### src/rtl/nvp_pkg.sv
package nvp_pkg;

   localparam int unsigned NVP_DATA_W    = 8;
   localparam int unsigned NVP_ADDR_W    = 8;
   localparam int unsigned NVP_BUS_AW    = 5;
   localparam int unsigned NVP_OFS_CTRL  = 15;
   localparam int unsigned NVP_OFS_PTR   = 16;
   localparam int unsigned NVP_OFS_DATA  = 19;
   localparam int unsigned NVP_BURST_BIT = 5;

   typedef enum logic [1:0] {
      ACC_NONE = 2'd0,
      ACC_PTR  = 2'd1,
      ACC_CTRL = 2'd2,
      ACC_DATA = 2'd3
   } acc_kind_t;

endpackage

### src/rtl/nvp_decode.sv
module nvp_decode
   import nvp_pkg::*;
#(
   parameter int unsigned BUS_AW   = NVP_BUS_AW,
   parameter int unsigned CTRL_OFS = NVP_OFS_CTRL,
   parameter int unsigned PTR_OFS  = NVP_OFS_PTR,
   parameter int unsigned DATA_OFS = NVP_OFS_DATA
) (
   input  logic              sel,
   input  logic              wr,
   input  logic [BUS_AW-1:0] addr,
   output acc_kind_t         kind,
   output logic              ptr_load,
   output logic              ctrl_load,
   output logic              data_wr,
   output logic              data_acc,
   output logic              rd_go
);

   localparam logic [BUS_AW-1:0] CTRL_A = CTRL_OFS[BUS_AW-1:0];
   localparam logic [BUS_AW-1:0] PTR_A  = PTR_OFS[BUS_AW-1:0];
   localparam logic [BUS_AW-1:0] DATA_A = DATA_OFS[BUS_AW-1:0];

   always_comb begin
      kind = ACC_NONE;
      if (sel) begin
         if (addr == PTR_A)       kind = ACC_PTR;
         else if (addr == CTRL_A) kind = ACC_CTRL;
         else if (addr == DATA_A) kind = ACC_DATA;
      end
   end

   assign ptr_load  = sel && wr && (kind == ACC_PTR);
   assign ctrl_load = sel && wr && (kind == ACC_CTRL);
   assign data_wr   = sel && wr && (kind == ACC_DATA);
   assign data_acc  = (kind == ACC_DATA);
   assign rd_go     = sel && !wr;

endmodule

### src/rtl/nvp_ptr.sv
module nvp_ptr #(
   parameter int unsigned ADDR_W = 8
) (
   input  logic              clk,
   input  logic              rst_n,
   input  logic              load,
   input  logic [ADDR_W-1:0] load_val,
   input  logic              step,
   output logic [ADDR_W-1:0] ptr_q
);

   localparam logic [ADDR_W-1:0] ONE = ADDR_W'(1);

   logic [ADDR_W-1:0] ptr_d;

   always_comb begin
      ptr_d = ptr_q;
      if (load)      ptr_d = load_val;
      else if (step) ptr_d = ptr_q + ONE;
   end

   always_ff @(posedge clk or negedge rst_n) begin
      if (!rst_n) ptr_q <= '0;
      else        ptr_q <= ptr_d;
   end

endmodule

### src/rtl/nvp_ram.sv
module nvp_ram #(
   parameter int unsigned DATA_W = 8,
   parameter int unsigned ADDR_W = 8
) (
   input  logic              clk,
   input  logic              we,
   input  logic              re,
   input  logic [ADDR_W-1:0] addr,
   input  logic [DATA_W-1:0] wdata,
   output logic [DATA_W-1:0] rdata
);

   localparam int unsigned DEPTH = 1 << ADDR_W;

   logic [DATA_W-1:0] mem [DEPTH];

   always_ff @(posedge clk) begin
      if (we) mem[addr] <= wdata;
   end

   always_ff @(posedge clk) begin
      if (re) rdata <= mem[addr];
   end

endmodule

### src/rtl/nvp_rdpath.sv
module nvp_rdpath
   import nvp_pkg::*;
#(
   parameter int unsigned DATA_W    = 8,
   parameter int unsigned ADDR_W    = 8,
   parameter int unsigned BURST_BIT = 5,
   parameter bit          RD_PIPE   = 1'b0
) (
   input  logic              clk,
   input  logic              rst_n,
   input  logic              rd_go,
   input  acc_kind_t         rd_kind,
   input  logic [ADDR_W-1:0] ptr,
   input  logic              burst,
   input  logic [DATA_W-1:0] ram_q,
   output logic [DATA_W-1:0] rdata,
   output logic              rvalid
);

   logic [DATA_W-1:0] snap_d;
   logic [DATA_W-1:0] snap_q;
   logic              use_ram_q;
   logic              v1_q;
   logic [DATA_W-1:0] result;

   always_comb begin
      snap_d = '0;
      unique case (rd_kind)
         ACC_PTR:  snap_d[ADDR_W-1:0] = ptr;
         ACC_CTRL: snap_d[BURST_BIT]  = burst;
         default:  snap_d             = '0;
      endcase
   end

   always_ff @(posedge clk or negedge rst_n) begin
      if (!rst_n) begin
         v1_q      <= 1'b0;
         use_ram_q <= 1'b0;
         snap_q    <= '0;
      end else begin
         v1_q <= rd_go;
         if (rd_go) begin
            use_ram_q <= (rd_kind == ACC_DATA);
            snap_q    <= snap_d;
         end
      end
   end

   assign result = use_ram_q ? ram_q : snap_q;

   generate
      if (RD_PIPE) begin : g_piped
         logic [DATA_W-1:0] rdata_q;
         logic              rvalid_q;
         always_ff @(posedge clk or negedge rst_n) begin
            if (!rst_n) begin
               rdata_q  <= '0;
               rvalid_q <= 1'b0;
            end else begin
               rvalid_q <= v1_q;
               if (v1_q) rdata_q <= result;
            end
         end
         assign rdata  = rdata_q;
         assign rvalid = rvalid_q;
      end else begin : g_direct
         assign rdata  = result;
         assign rvalid = v1_q;
      end
   endgenerate

endmodule

### src/rtl/nvram_port.sv
module nvram_port
   import nvp_pkg::*;
#(
   parameter int unsigned DATA_W    = NVP_DATA_W,
   parameter int unsigned ADDR_W    = NVP_ADDR_W,
   parameter int unsigned BUS_AW    = NVP_BUS_AW,
   parameter int unsigned CTRL_OFS  = NVP_OFS_CTRL,
   parameter int unsigned PTR_OFS   = NVP_OFS_PTR,
   parameter int unsigned DATA_OFS  = NVP_OFS_DATA,
   parameter int unsigned BURST_BIT = NVP_BURST_BIT,
   parameter bit          RD_PIPE   = 1'b0
) (
   input  logic              clk,
   input  logic              rst_n,
   input  logic              bus_sel,
   input  logic              bus_wr,
   input  logic [BUS_AW-1:0] bus_addr,
   input  logic [DATA_W-1:0] bus_wdata,
   output logic [DATA_W-1:0] bus_rdata,
   output logic              bus_rvalid
);

   localparam int unsigned WINDOW = 1 << BUS_AW;

   generate
      if (ADDR_W > DATA_W) begin : g_bad_aw
         $error("nvram_port: pointer wider than the data bus");
      end
      if (BURST_BIT >= DATA_W) begin : g_bad_bit
         $error("nvram_port: streaming flag outside the data bus");
      end
      if (CTRL_OFS >= WINDOW || PTR_OFS >= WINDOW || DATA_OFS >= WINDOW) begin : g_bad_ofs
         $error("nvram_port: register offset outside the window");
      end
      if (CTRL_OFS == PTR_OFS || CTRL_OFS == DATA_OFS || PTR_OFS == DATA_OFS) begin : g_dup_ofs
         $error("nvram_port: register offsets overlap");
      end
   endgenerate

   acc_kind_t         kind;
   logic              ptr_load;
   logic              ctrl_load;
   logic              data_wr;
   logic              data_acc;
   logic              rd_go;
   logic              burst_q;
   logic [ADDR_W-1:0] ptr_q;
   logic [DATA_W-1:0] ram_q;

   nvp_decode #(
      .BUS_AW   (BUS_AW),
      .CTRL_OFS (CTRL_OFS),
      .PTR_OFS  (PTR_OFS),
      .DATA_OFS (DATA_OFS)
   ) u_decode (
      .sel       (bus_sel),
      .wr        (bus_wr),
      .addr      (bus_addr),
      .kind      (kind),
      .ptr_load  (ptr_load),
      .ctrl_load (ctrl_load),
      .data_wr   (data_wr),
      .data_acc  (data_acc),
      .rd_go     (rd_go)
   );

   always_ff @(posedge clk or negedge rst_n) begin
      if (!rst_n)         burst_q <= 1'b0;
      else if (ctrl_load) burst_q <= bus_wdata[BURST_BIT];
   end

   nvp_ptr #(
      .ADDR_W (ADDR_W)
   ) u_ptr (
      .clk      (clk),
      .rst_n    (rst_n),
      .load     (ptr_load),
      .load_val (bus_wdata[ADDR_W-1:0]),
      .step     (data_acc && burst_q),
      .ptr_q    (ptr_q)
   );

   nvp_ram #(
      .DATA_W (DATA_W),
      .ADDR_W (ADDR_W)
   ) u_ram (
      .clk   (clk),
      .we    (data_wr),
      .re    (data_acc && !bus_wr),
      .addr  (ptr_q),
      .wdata (bus_wdata),
      .rdata (ram_q)
   );

   nvp_rdpath #(
      .DATA_W    (DATA_W),
      .ADDR_W    (ADDR_W),
      .BURST_BIT (BURST_BIT),
      .RD_PIPE   (RD_PIPE)
   ) u_rdpath (
      .clk     (clk),
      .rst_n   (rst_n),
      .rd_go   (rd_go),
      .rd_kind (kind),
      .ptr     (ptr_q),
      .burst   (burst_q),
      .ram_q   (ram_q),
      .rdata   (bus_rdata),
      .rvalid  (bus_rvalid)
   );

endmodule

### config.mk
export PLATFORM = sky130hd
export DESIGN_NAME = nvram_port
export DESIGN_NICKNAME = d
export VERILOG_FILES = /design/src/rtl/nvp_pkg.sv /design/src/rtl/nvp_decode.sv /design/src/rtl/nvp_ptr.sv /design/src/rtl/nvp_ram.sv /design/src/rtl/nvp_rdpath.sv /design/src/rtl/nvram_port.sv
export SDC_FILE = /design/constraint.sdc
export NUM_CORES = 2
export LEC_CHECK = 0
export BUFFER_PORTS_ARGS = -buffer_cell sky130_fd_sc_hd__buf_4
export CORE_AREA = 2 2 354 356
export DETAILED_ROUTE_END_ITERATION = 12
export DIE_AREA = 0 0 356 358
export GPL_TIMING_DRIVEN = 0
export HOLD_SLACK_MARGIN = 0.1
export PLACE_DENSITY_LB_ADDON = 0.2
export SLEW_MARGIN = 25
export SYNTH_ARGS = -nofsm -noshare
export SYNTH_HDL_FRONTEND = slang
export SYNTH_HIERARCHICAL = 1
export SYNTH_SLANG_ARGS = --single-unit
### constraint.sdc
create_clock -name clk -period 8.35 [get_ports clk]
set_input_delay 0.4175 -clock clk [delete_from_list [all_inputs] [get_ports clk]]
set_output_delay 0.4175 -clock clk [all_outputs]
set_load 0.005 [all_outputs]
==> summary.md <==
| Metric | Value |
|---|---|
| Final Max Slew Viols | `0` |
| Grt ovf | `0` |
| Area Growth Syn to Fin | `12.00%` |
| Clk_lat worst skew | `850 ps` |
| Area of the core | `123300 um^2` |
| Drt wl/cell | `36.48 um` |
| Synth Warn # | `6` |
| WS Path Type | `register to register` |
| Pre-antenna DRT Iters | `6` |
| Root buf cell | `clkbuf_16` |
| Clock tree buffer depth | `3` |
| Reg2Reg Setup Slack | `about 2700 ps` |
| Crit path arrival time | `6120 ps` |
| Fmax | `176.4 MHz` |
| Drt drc | `0` |
| Max Clock Skew | `47.86 ps` |
| Global-route usage over all layers | `33.76%` |
| Post-route ant nets | `0` |
| Status | `completed` |
| Final Hold Viols | `0` |
| Chip height | `358 um` |
| Number of max-cap violations | `0` |
| Layout cells sized above 1 | `approximately a quarter` |
| Critical path startpoint category | `register` |
| Vias per cell | `roughly 7` |
| CTS tree | `built` |
| Core Util, Final | `72.46%` |
| PD cells | `259.2 nW/um^2` |
| H-tree depth | `4` |
| Vias in the first global route | `slightly above 40000` |
| Num CTS Buffers | `195` |
| Largest net degree at the start of global routing | `126` |
| Top cells by count, synth | `2056 x edfxtp_1, 512 x mux4_2, 257 x a22oi_1` |
| Clock Sinks | `2075` |
| Avg Cell Area, Syn | `21.69 um^2` |
| Final #Nets | `3967` |
| Crit share post-route | `67.90%` |
| Die width | `356 um` |
| Final setup fails | `0` |
| Count leader, synth | `edfxtp_1` |
| Actual slew at the worst max-slew pin | `1144 ps` |
| CP endpoint kind | `register` |
| Worst Reg-to-Reg Cells | `9` |
| I/O pins | `26` |
| Hpwl dp | `between 100 and 150 mm` |
| Fin Setup TNS | `0 ps` |
| Synthesized net count | `3699` |
| Dpl cell area | `a little over 80000 um^2` |
| Hold Path Stages | `5` |
| Required time worst endpoint | `8800 ps` |
| Post-synth top area cell | `edfxtp_1` |
| Netlist cell types | `41` |
| Routed via count | `about 41000` |
| Sequential share of the synthesized area | `77.99%` |
| Pleak | `0.02695 uW` |
| Yosys reg bits | `2075` |
| HP Class | `input pin to register` |
| Post-synth EDFFs | `roughly 2100` |
| CTS resizes | `0` |
| Main area contributors after synthesis | `edfxtp_1 77%, mux4_2 14%, a22oi_1 2.4%, nor2_1 1.1%, a21oi_1 0.80%` |
| Min Clock Period, post-route | `5670 ps` |
| Die area | `127400 um^2` |
| Slack of the critical path | `2680 ps` |
| Placer Congestion | `roughly 1` |
| Final WL | `209.6 mm` |
| Clk slew on worst S/H paths | `~70 ps` |
| Initial Utilization | `64.69%` |
| Row Count | `between 100 and 150` |
| Mapped cell area | `79780 um^2` |
| DRT iter0 DRCs | `6249` |
| Setup repair after global routing missed its margin | `false` |
| Global-route wire length before repair | `297.3 mm` |
| Fill cell count | `7016` |
| Async SR Flop Fraction | `0.9157%` |
| Initial antenna violation count | `4` |
| Post-synth top flop | `edfxtp_1` |
| Peak VDD IR | `roughly 0.27 mV` |
| PortBufs | `25` |
| Setup WS pre-CTS | `3081 ps` |
| Critical path peak fanout | `10` |
| Design area | `89350 um^2` |
| Area share of the leading cell type in the synthesized netlist | `77.39%` |
| Mapped Cells | `3678` |
| Rel. slew slack | `between 20% and 30%` |
[critical path, cell delays in order, from the launching register on]
cell and delay (ps):
dfrtp_1 520, clkbuf_1 560, nor2b_1 210, clkbuf_1 710, clkbuf_1 910, buf_2 420
nand3_1 490, clkbuf_2 470, buf_16 270, nor2_1 670
[repair_timing]
| action | in CTS | in global routing |
|---|---|---|
| setup endpoints to repair | 0 | 0 |
| setup buffers | 0 | 0 |
| hold buffers | 12 | 0 |
| endpoints found under the hold margin | 497 | 0 |
[final cells by class]
type / count / area [um^2] / area share (%)
Clock buffer: 249 / 5185 / 5.803
Tap cell: 1637 / 2048 / 2.292
Multi-Input combinational cell: 1352 / 16510 / 18.48
Inverter: 12 / 45.04 / 0.05041
Clock inverter: 103 / 872.1 / 0.9761
Buffer: 239 / 1189 / 1.330
Antenna cell: 6 / 15.01 / 0.01680
Timing Repair Buffer: 71 / 1264 / 1.414
Sequential cell: 2075 / 62210 / 69.63
[layer usage]
metal  track usage (%)  vias to the layer above  wire (um)
met3             10.65                      493      28060
met1             45.06                    21290      71700
met4             17.76                        4      12540
met2             50.91                     2978      97200
met5                 0                        -         50
li1                  -                    16080          -
[cells by family after synthesis]
group	count (synthesis)	synth area share, %
compound gates	443	3.789
xor+xnor	4	0.04392
fa+ha+maj	4	0.06274
buf+inv	251	1.517
flops	2075	77.99
mux	515	14.50
simple gates	386	2.095
[power by group]
| part | switching, uW | internal, uW | total (uW) |
|---|---|---|---|
| Clock | 3760 | 4680 | 8430 |
| Sequential | 21.4 | 11500 | 11500 |
| Combinational | 1960 | 1290 | 3250 |
| Total | 5740 | 17400 | 23200 |
[final timing paths]
| check | startpoint | endpoint |
|---|---|---|
| setup / recovery | u_ptr/ptr_q[3]$_DFFE_PN0P_ | u_ram/mem[106][3]$_DFFE_PP_ |
| setup reg to reg | u_ptr/ptr_q[3]$_DFFE_PN0P_ | u_ram/mem[106][3]$_DFFE_PP_ |
| hold reg to reg | u_rdpath/snap_q[6]$_DFFE_PN0P_ | u_rdpath/snap_q[6]$_DFFE_PN0P_ |
| max in group asynchronous | rst_n | u_rdpath/snap_q[1]$_DFFE_PN0P_ |
| hold / removal | bus_sel | u_rdpath/snap_q[5]$_DFFE_PN0P_ |
| min in group asynchronous | rst_n | u_ptr/ptr_q[3]$_DFFE_PN0P_ |
[cell usage in the layout, fill, tap and decap left out, types with 12 or more instances in the layout]
master,count
edfxtp_1,2056
dlygate4sd3_1,12
clkinv_2,36
buf_4,36
nand2_1,48
buf_6,19
nand3_1,25
dfrtp_1,19
nor3_2,30
buf_2,36
clkbuf_2,19
mux4_2,512
inv_1,12
a22oi_1,257
buf_16,32
o41ai_1,32
a21oi_1,128
clkbuf_1,174
nor2b_1,12
buf_1,19
nor2_1,232
clkinv_1,42
clkbuf_16,197
[registers in the layout, indices dropped and copies added, names as in the netlist]
register / flops
burst_q: 1
u_ptr/ptr_q: 8
u_ram/mem: 2048
u_ram/rdata: 8
u_rdpath/rvalid: 1
u_rdpath/snap_q: 8
u_rdpath/use_ram_q: 1
[stage by stage]
stage,instances,hold slack (ps),power (uW)
finish,5744,147.0,23160
global route,5738,153.8,23720
CTS,5738,111.7,23180
detailed placement,5374,311.0,14860
global placement,5340,307.0,14800
floorplan,3678,121.9,13680
Power figures use the tool's default switching activity.
